==> src/rtl/i2c_resp_pkg.sv <==
package i2c_resp_pkg;
  typedef enum logic [2:0] {
    ST_IDLE,
    ST_ADDR,
    ST_ADDR_ACK,
    ST_RX,
    ST_RX_ACK,
    ST_TX,
    ST_TX_ACK,
    ST_SKIP
  } resp_state_e;
endpackage

==> src/rtl/i2c_line_filter.sv <==
module i2c_line_filter #(
  parameter int SYNC_STAGES = 2
) (
  input  logic clk,
  input  logic rst_n,
  input  logic line_i,
  output logic line_o
);
  logic [SYNC_STAGES-1:0] sync_q;
  logic                   last_q;
  logic                   filt_q;
  logic                   filt_d;
  logic                   synced;

  assign synced = sync_q[SYNC_STAGES-1];

  // accept a level only once it has been seen on two consecutive samples
  always_comb begin
    filt_d = filt_q;
    if (synced == last_q) filt_d = synced;
  end

  always_ff @(posedge clk or negedge rst_n) begin
    if (!rst_n) begin
      sync_q <= '1;
      last_q <= 1'b1;
      filt_q <= 1'b1;
    end else begin
      sync_q <= {sync_q[SYNC_STAGES-2:0], line_i};
      last_q <= synced;
      filt_q <= filt_d;
    end
  end

  assign line_o = filt_q;
endmodule

==> src/rtl/i2c_bus_events.sv <==
module i2c_bus_events (
  input  logic clk,
  input  logic rst_n,
  input  logic scl_f,
  input  logic sda_f,
  output logic ev_start,
  output logic ev_stop,
  output logic scl_rise,
  output logic scl_fall
);
  logic scl_q;
  logic sda_q;

  always_ff @(posedge clk or negedge rst_n) begin
    if (!rst_n) begin
      scl_q <= 1'b1;
      sda_q <= 1'b1;
    end else begin
      scl_q <= scl_f;
      sda_q <= sda_f;
    end
  end

  assign ev_start = scl_f & scl_q & sda_q & ~sda_f;
  assign ev_stop  = scl_f & scl_q & ~sda_q & sda_f;
  assign scl_rise = scl_f & ~scl_q;
  assign scl_fall = ~scl_f & scl_q;
endmodule

==> src/rtl/i2c_slave_ctrl.sv <==
module i2c_slave_ctrl
  import i2c_resp_pkg::*;
#(
  parameter int DATA_W = 8
) (
  input  logic              clk,
  input  logic              rst_n,
  input  logic              ev_start,
  input  logic              ev_stop,
  input  logic              scl_rise,
  input  logic              scl_fall,
  input  logic              scl_f,
  input  logic              sda_f,
  input  logic [DATA_W-2:0] own_addr,
  input  logic [DATA_W-1:0] tx_data,
  input  logic              rx_full,
  input  logic              irq_clr,
  output logic              scl_hold,
  output logic              sda_low,
  output logic              irq,
  output logic [DATA_W-1:0] rx_data,
  output logic              addressed
);
  localparam int CNT_W = $clog2(DATA_W + 1);
  localparam logic [CNT_W-1:0] CNT_FULL = CNT_W'(DATA_W);
  localparam logic [CNT_W-1:0] CNT_LAST = CNT_W'(DATA_W - 1);

  resp_state_e       state_q, state_d;
  logic [CNT_W-1:0]  cnt_q, cnt_d;
  logic [DATA_W-1:0] shift_q, shift_d;
  logic [DATA_W-1:0] rx_q, rx_d;
  logic              sda_q, sda_d;
  logic              hold_q, hold_d;
  logic              irq_q, irq_d;
  logic              sel_q, sel_d;
  logic              rw_q, rw_d;
  logic              ack_q, ack_d;

  always_comb begin
    state_d = state_q;
    cnt_d   = cnt_q;
    shift_d = shift_q;
    rx_d    = rx_q;
    sda_d   = sda_q;
    hold_d  = hold_q;
    irq_d   = irq_q;
    sel_d   = sel_q;
    rw_d    = rw_q;
    ack_d   = ack_q;

    if (irq_clr) begin
      irq_d  = 1'b0;
      hold_d = 1'b0;
      if (hold_q && state_q == ST_TX) begin
        shift_d = tx_data;
        sda_d   = ~tx_data[DATA_W-1];
      end
    end

    if (ev_stop) begin
      state_d = ST_IDLE;
      sda_d   = 1'b0;
      hold_d  = 1'b0;
      sel_d   = 1'b0;
    end else if (ev_start) begin
      state_d = ST_ADDR;
      cnt_d   = '0;
      sda_d   = 1'b0;
      hold_d  = 1'b0;
      sel_d   = 1'b0;
    end else begin
      case (state_q)
        ST_ADDR, ST_RX: begin
          if (scl_rise) begin
            shift_d = {shift_q[DATA_W-2:0], sda_f};
            cnt_d   = cnt_q + 1'b1;
          end else if (scl_fall && cnt_q == CNT_FULL) begin
            cnt_d = '0;
            if (state_q == ST_ADDR) begin
              if (shift_q[DATA_W-1:1] == own_addr) begin
                state_d = ST_ADDR_ACK;
                sda_d   = 1'b1;
                sel_d   = 1'b1;
                rw_d    = shift_q[0];
              end else begin
                state_d = ST_SKIP;
              end
            end else begin
              rx_d    = shift_q;
              sda_d   = ~rx_full;
              state_d = ST_RX_ACK;
            end
          end
        end
        ST_ADDR_ACK, ST_RX_ACK: begin
          if (scl_fall) begin
            sda_d   = 1'b0;
            irq_d   = 1'b1;
            hold_d  = 1'b1;
            cnt_d   = '0;
            state_d = (state_q == ST_RX_ACK || !rw_q) ? ST_RX : ST_TX;
          end
        end
        ST_TX: begin
          if (scl_fall) begin
            if (cnt_q == CNT_LAST) begin
              sda_d   = 1'b0;
              cnt_d   = '0;
              state_d = ST_TX_ACK;
            end else begin
              cnt_d   = cnt_q + 1'b1;
              shift_d = shift_q << 1;
              sda_d   = ~shift_q[DATA_W-2];
            end
          end
        end
        ST_TX_ACK: begin
          if (scl_rise) begin
            ack_d = ~sda_f;
          end else if (scl_fall) begin
            if (ack_q) begin
              irq_d   = 1'b1;
              hold_d  = 1'b1;
              state_d = ST_TX;
            end else begin
              state_d = ST_SKIP;
              sel_d   = 1'b0;
            end
          end
        end
        default: ;
      endcase
    end
  end

  always_ff @(posedge clk or negedge rst_n) begin
    if (!rst_n) begin
      state_q <= ST_IDLE;
      cnt_q   <= '0;
      shift_q <= '0;
      rx_q    <= '0;
      sda_q   <= 1'b0;
      hold_q  <= 1'b0;
      irq_q   <= 1'b0;
      sel_q   <= 1'b0;
      rw_q    <= 1'b0;
      ack_q   <= 1'b0;
    end else begin
      state_q <= state_d;
      cnt_q   <= cnt_d;
      shift_q <= shift_d;
      rx_q    <= rx_d;
      sda_q   <= sda_d;
      hold_q  <= hold_d;
      irq_q   <= irq_d;
      sel_q   <= sel_d;
      rw_q    <= rw_d;
      ack_q   <= ack_d;
    end
  end

  assign scl_hold  = hold_q;
  assign sda_low   = sda_q;
  assign irq       = irq_q;
  assign rx_data   = rx_q;
  assign addressed = sel_q;

  // SDA drive moves only after SCL was seen low, or on a bus condition
  assert_sda_moves_scl_low_R7: assert property (@(posedge clk) disable iff (!rst_n)
    !$stable(sda_q) |-> (!$past(scl_f) || $past(ev_start) || $past(ev_stop)));

  assert_skip_keeps_sda_free_R3: assert property (@(posedge clk) disable iff (!rst_n)
    (state_q == ST_SKIP) |-> !sda_q);

  assert_stop_releases_bus_R9: assert property (@(posedge clk) disable iff (!rst_n)
    ev_stop |=> (!sda_q && !hold_q && !sel_q));

  assert_hold_only_with_flag_R4: assert property (@(posedge clk) disable iff (!rst_n)
    hold_q |-> irq_q);
endmodule

==> src/rtl/i2c_addr_responder.sv <==
module i2c_addr_responder #(
  parameter int DATA_W      = 8,
  parameter int SYNC_STAGES = 2
) (
  input  logic              clk,
  input  logic              rst_n,
  input  logic              scl_i,
  input  logic              sda_i,
  output logic              scl_oe,
  output logic              sda_oe,
  input  logic [DATA_W-2:0] own_addr,
  input  logic [DATA_W-1:0] tx_data,
  input  logic              rx_full,
  input  logic              irq_clr,
  output logic              irq,
  output logic [DATA_W-1:0] rx_data,
  output logic              addressed
);
  localparam int LINES = 2;

  logic [1:0]       rst_pipe;
  logic             rst_sync_n;
  logic [LINES-1:0] raw_lines;
  logic [LINES-1:0] filt_lines;
  logic             ev_start, ev_stop, scl_rise, scl_fall;

  always_ff @(posedge clk or negedge rst_n) begin
    if (!rst_n) rst_pipe <= 2'b00;
    else        rst_pipe <= {rst_pipe[0], 1'b1};
  end
  assign rst_sync_n = rst_pipe[1];

  assign raw_lines = {sda_i, scl_i};

  for (genvar g = 0; g < LINES; g++) begin : g_line
    i2c_line_filter #(.SYNC_STAGES(SYNC_STAGES)) u_filter (
      .clk    (clk),
      .rst_n  (rst_sync_n),
      .line_i (raw_lines[g]),
      .line_o (filt_lines[g])
    );
  end

  i2c_bus_events u_events (
    .clk      (clk),
    .rst_n    (rst_sync_n),
    .scl_f    (filt_lines[0]),
    .sda_f    (filt_lines[1]),
    .ev_start (ev_start),
    .ev_stop  (ev_stop),
    .scl_rise (scl_rise),
    .scl_fall (scl_fall)
  );

  i2c_slave_ctrl #(.DATA_W(DATA_W)) u_ctrl (
    .clk       (clk),
    .rst_n     (rst_sync_n),
    .ev_start  (ev_start),
    .ev_stop   (ev_stop),
    .scl_rise  (scl_rise),
    .scl_fall  (scl_fall),
    .scl_f     (filt_lines[0]),
    .sda_f     (filt_lines[1]),
    .own_addr  (own_addr),
    .tx_data   (tx_data),
    .rx_full   (rx_full),
    .irq_clr   (irq_clr),
    .scl_hold  (scl_oe),
    .sda_low   (sda_oe),
    .irq       (irq),
    .rx_data   (rx_data),
    .addressed (addressed)
  );
endmodule

==> config.mk <==
export PLATFORM = sky130hd
export DESIGN_NAME = i2c_addr_responder
export DESIGN_NICKNAME = d
export VERILOG_FILES = /design/src/rtl/i2c_resp_pkg.sv /design/src/rtl/i2c_line_filter.sv /design/src/rtl/i2c_bus_events.sv /design/src/rtl/i2c_slave_ctrl.sv /design/src/rtl/i2c_addr_responder.sv
export SDC_FILE = /design/constraint.sdc
export NUM_CORES = 1
export LEC_CHECK = 0
export ABC_CLOCK_PERIOD_IN_PS = 1450
export BUFFER_PORTS_ARGS = -buffer_cell sky130_fd_sc_hd__buf_2
export CORE_MARGIN = 10
export CORE_UTILIZATION = 55
export CTS_BUF_LIST = sky130_fd_sc_hd__clkbuf_8
export CTS_CLUSTER_SIZE = 12
export DETAILED_ROUTE_END_ITERATION = 6
export GPL_ROUTABILITY_DRIVEN = 0
export GPL_TIMING_DRIVEN = 0
export PLACE_DENSITY_LB_ADDON = 0.3
export SLEW_MARGIN = 20
export SYNTH_ARGS = -nofsm -noshare
export SYNTH_HDL_FRONTEND = slang
export SYNTH_SLANG_ARGS = --single-unit
==> constraint.sdc <==
create_clock -name clk -period 1.45 [get_ports clk]
set_input_delay 0.435 -clock clk [delete_from_list [all_inputs] [get_ports clk]]
set_output_delay 0.435 -clock clk [all_outputs]
set_load 0.02 [all_outputs]
==> flow_metrics.tcl <==
set metrics [dict create \
    status "complete, but fails checks" \
    violations "negative setup slack" \
    cts_buffers 5 \
    dieArea_sq_um 6590 \
    areaGrowthSynthToFinish_pct 34.1 \
    maxCapViolations 0 \
    final_antenna_net_count 0 \
    routedWlPerCell_microns 18.0 \
    synth_nets 210 \
    rr_startpoint "u_events.scl_q$_DFF_PN1_" \
    grt_pass1_vias 1759 \
    synth.distinct_cells 50 \
    critPathArrivalTime_ps 2010 \
    layout-drive-gt1-share_pct 44.1 \
    vdd_drop_max_uv 1080 \
    synth.avg_cell_area_sq_um 11.0 \
    rsz0062_at_grt "yes" \
    vias 1734 \
    holdWs_ps 204 \
    fp-row-count 22 \
    n_antenna_cell 0 \
    cts.sinks 41 \
    die_x_microns 81.2 \
    period_minus_slack_ps 1840 \
    synthTopCellsByArea "dfrtp_1 38%, dfstp_2 13%, mux2_1 6.0%" \
    post_drt_via_cell_ratio 5.74 \
    maxSlewViolCount 0 \
    groute.usage.overall_pct 16.8 \
    power.total_w 0.00457 \
    r2r_slack_ps -390 \
    cp.required_ps 1630 \
    dpl.hpwl_microns 3350 \
    fmax_ghz 0.545 \
    layout_common_cells "36 x buf_2, 30 x dfrtp_1, 23 x buf_4" \
    setup_slack_ps -386 \
    pin_count 33 \
    wl_microns 5450 \
    crit_type "register to register" \
    drt_iter0_markers 199 \
    clkTransAtPathRegs_ps 80 \
    endpoint_kind "register" \
    yosysWarnings 0 \
    synth-seq-cells 41 \
    cts_buffer_depth 2 \
    crit_path_end "u_ctrl.rx_data[0]$_DFFE_PN0P_" \
    fin_nets 276 \
    dr.pass1.iters 4 \
    hold_path.class "register to asynchronous set/reset pin" \
    final_hold_viol_count 0 \
    fin_crit_sh_pct 127 \
    io_buffers 32 \
    startpoint_type "register" \
    grt_max_degree 23 \
    die_h_microns 81.2 \
    crit_path_start "u_events.scl_q$_DFF_PN1_" \
    r2r_cells 5 \
    synth-async-reset-ratio_pct 100 \
    synth_edf_count 0 \
    pre_cts_ws_ps -470 \
    antenna_found_initial 0 \
    setup_violations 26 \
    netlist_area_sq_um 2060 \
    synth_top_area_share_pct 37.7 \
    clock_skew_ps 10.6 \
    power_leakage_nw 1.29 \
    cts_tree "yes" \
    grt_pass1_wl_microns 8660 \
    core_area_sq_um 3630 \
    place_area_sq_um 2320 \
    layout_commonest_cell "buf_2" \
    powerDensity_nw_per_um2 1660 \
    root_buffer "clkbuf_8" \
    design_area_sq_um 2760 \
    ys_seq_area_share_pct 50.5 \
    synthCells 187 \
    htreeDepth 2 \
    synth_top_cell_by_area "dfrtp_1" \
    grt_overflow 0 \
    drc 0 \
    worstSkewPairLatency_ps 300 \
    synth_flop_cell "dfrtp_1" \
    initial_core_util_pct 56.6 \
    critPathMaxFanout 9 \
    r2r_end "u_ctrl.rx_data[0]$_DFFE_PN0P_" \
]
-- power breakdown --
part	total [W]	leakage, nW	internal, W	switching (W)
combinational	0.00199	0.725	0.000923	0.00106
clock	0.000931	0.0543	0.000515	0.000415
sequential	0.00165	0.506	0.00141	0.000242
-- cell families after synthesis --
group,count (synthesis),share of synthesized area (%)
AO/OA/AOI/OAI,39,12.8
buffers and inverters,16,3.65
adder cells (fa/ha/maj),4,2.19
XOR/XNOR,10,4.26
AND/OR/NAND/NOR,54,15.0
multiplexers,22,11.4
other,1,0.182
flip-flops,41,50.5
-- worst min path at each step --
| stage | end | slack (ps) |
|---|---|---|
| 2_1_floorplan | rst_pipe[0]$_DFF_PN0_ | 140 |
| 3_3_place_gp | rst_pipe[0]$_DFF_PN0_ | 220 |
| 3_5_place_dp | u_ctrl.addressed$_DFFE_PN0P_ | 220 |
| 4_1_cts | u_ctrl.addressed$_DFFE_PN0P_ | 220 |
| 5_1_grt | g_line[0].u_filter.sync_q[0]$_DFF_PN1_ | 220 |
| 6_report | u_ctrl.state_q[1]$_DFFE_PN0P_ | 200 |
-- critical path, cell delays in order, from the launching register on --
cell	delay [ps]
dfstp_2	590
nand2b_4	80
buf_8	140
nor4b_4	370
nand2_4	190
mux2_4	340
-- through the flow --
stage / TNS [ps] / util [%] / cells
3_5_place_dp: -8340 / 63.8 / 268
6_report: -8140 / 75.9 / 302
2_1_floorplan: -2920 / - / 187
3_3_place_gp: -12880 / 63.1 / 267
4_1_cts: -6360 / 73.6 / 296
5_1_grt: -10230 / 75.9 / 302
-- registers in the layout (all words and copies together), names as in the netlist --
signal / count
u_ctrl.scl_hold: 1
u_ctrl.shift_q: 8
u_ctrl.ack_q: 1
rst_pipe: 2
u_ctrl.cnt_q: 4
u_ctrl.rw_q: 1
u_ctrl.addressed: 1
g_line.u_filter.line_o: 2
u_ctrl.irq: 1
u_ctrl.state_q: 3
g_line.u_filter.last_q: 2
u_events.scl_q: 1
g_line.u_filter.sync_q: 4
u_ctrl.sda_low: 1
u_events.sda_q: 1
u_ctrl.rx_data: 8
-- cell usage after synthesis (all sizes together), types with 2 or more instances --
cell type and n:
nand3b 3, o22ai 3, maj3 2, nand2b 4, a31oi 2, nand3 3, ha 2, dfrtp 31
nor3b 3, dfstp 10, o21ai 16, mux2i 10, nor2b 3, nand2 19, mux2 12, buf 7
xnor2 6, nor3 4, inv 8, nor2 9, a21oi 4, xor2 4, a221oi 2
-- area by class of cell --
cell class                      count  area (sq um)
Tap cell                           48          60.1
Clock inverter                      3          46.3
Sequential cell                    41          1040
Clock buffer                        5          68.8
Fill cell                         256           876
Buffer                              8          58.8
Inverter                            8          30.0
Timing Repair Buffer               59           397
Multi-Input combinational cell    130          1060
-- what timing repair did --
action	in CTS	in global routing
cloned	1	0
endpoints found under the hold margin	2	0
gates resized for setup	23	9
hold buffers	1	0
setup buffers	18	6
setup endpoints to repair	26	28
pin swaps	7	5
-- metal layers --
| metal | GRT usage [%] | part of all wire [%] |
|---|---|---|
| met1 | 21.8 | 42 |
| met2 | 27.5 | 51 |
| met3 | 3.42 | 5.5 |
| met4 | 5.54 | 1.4 |
| met5 | 0 | 0 |
Note: power is estimated with default switching activity, not from simulation.
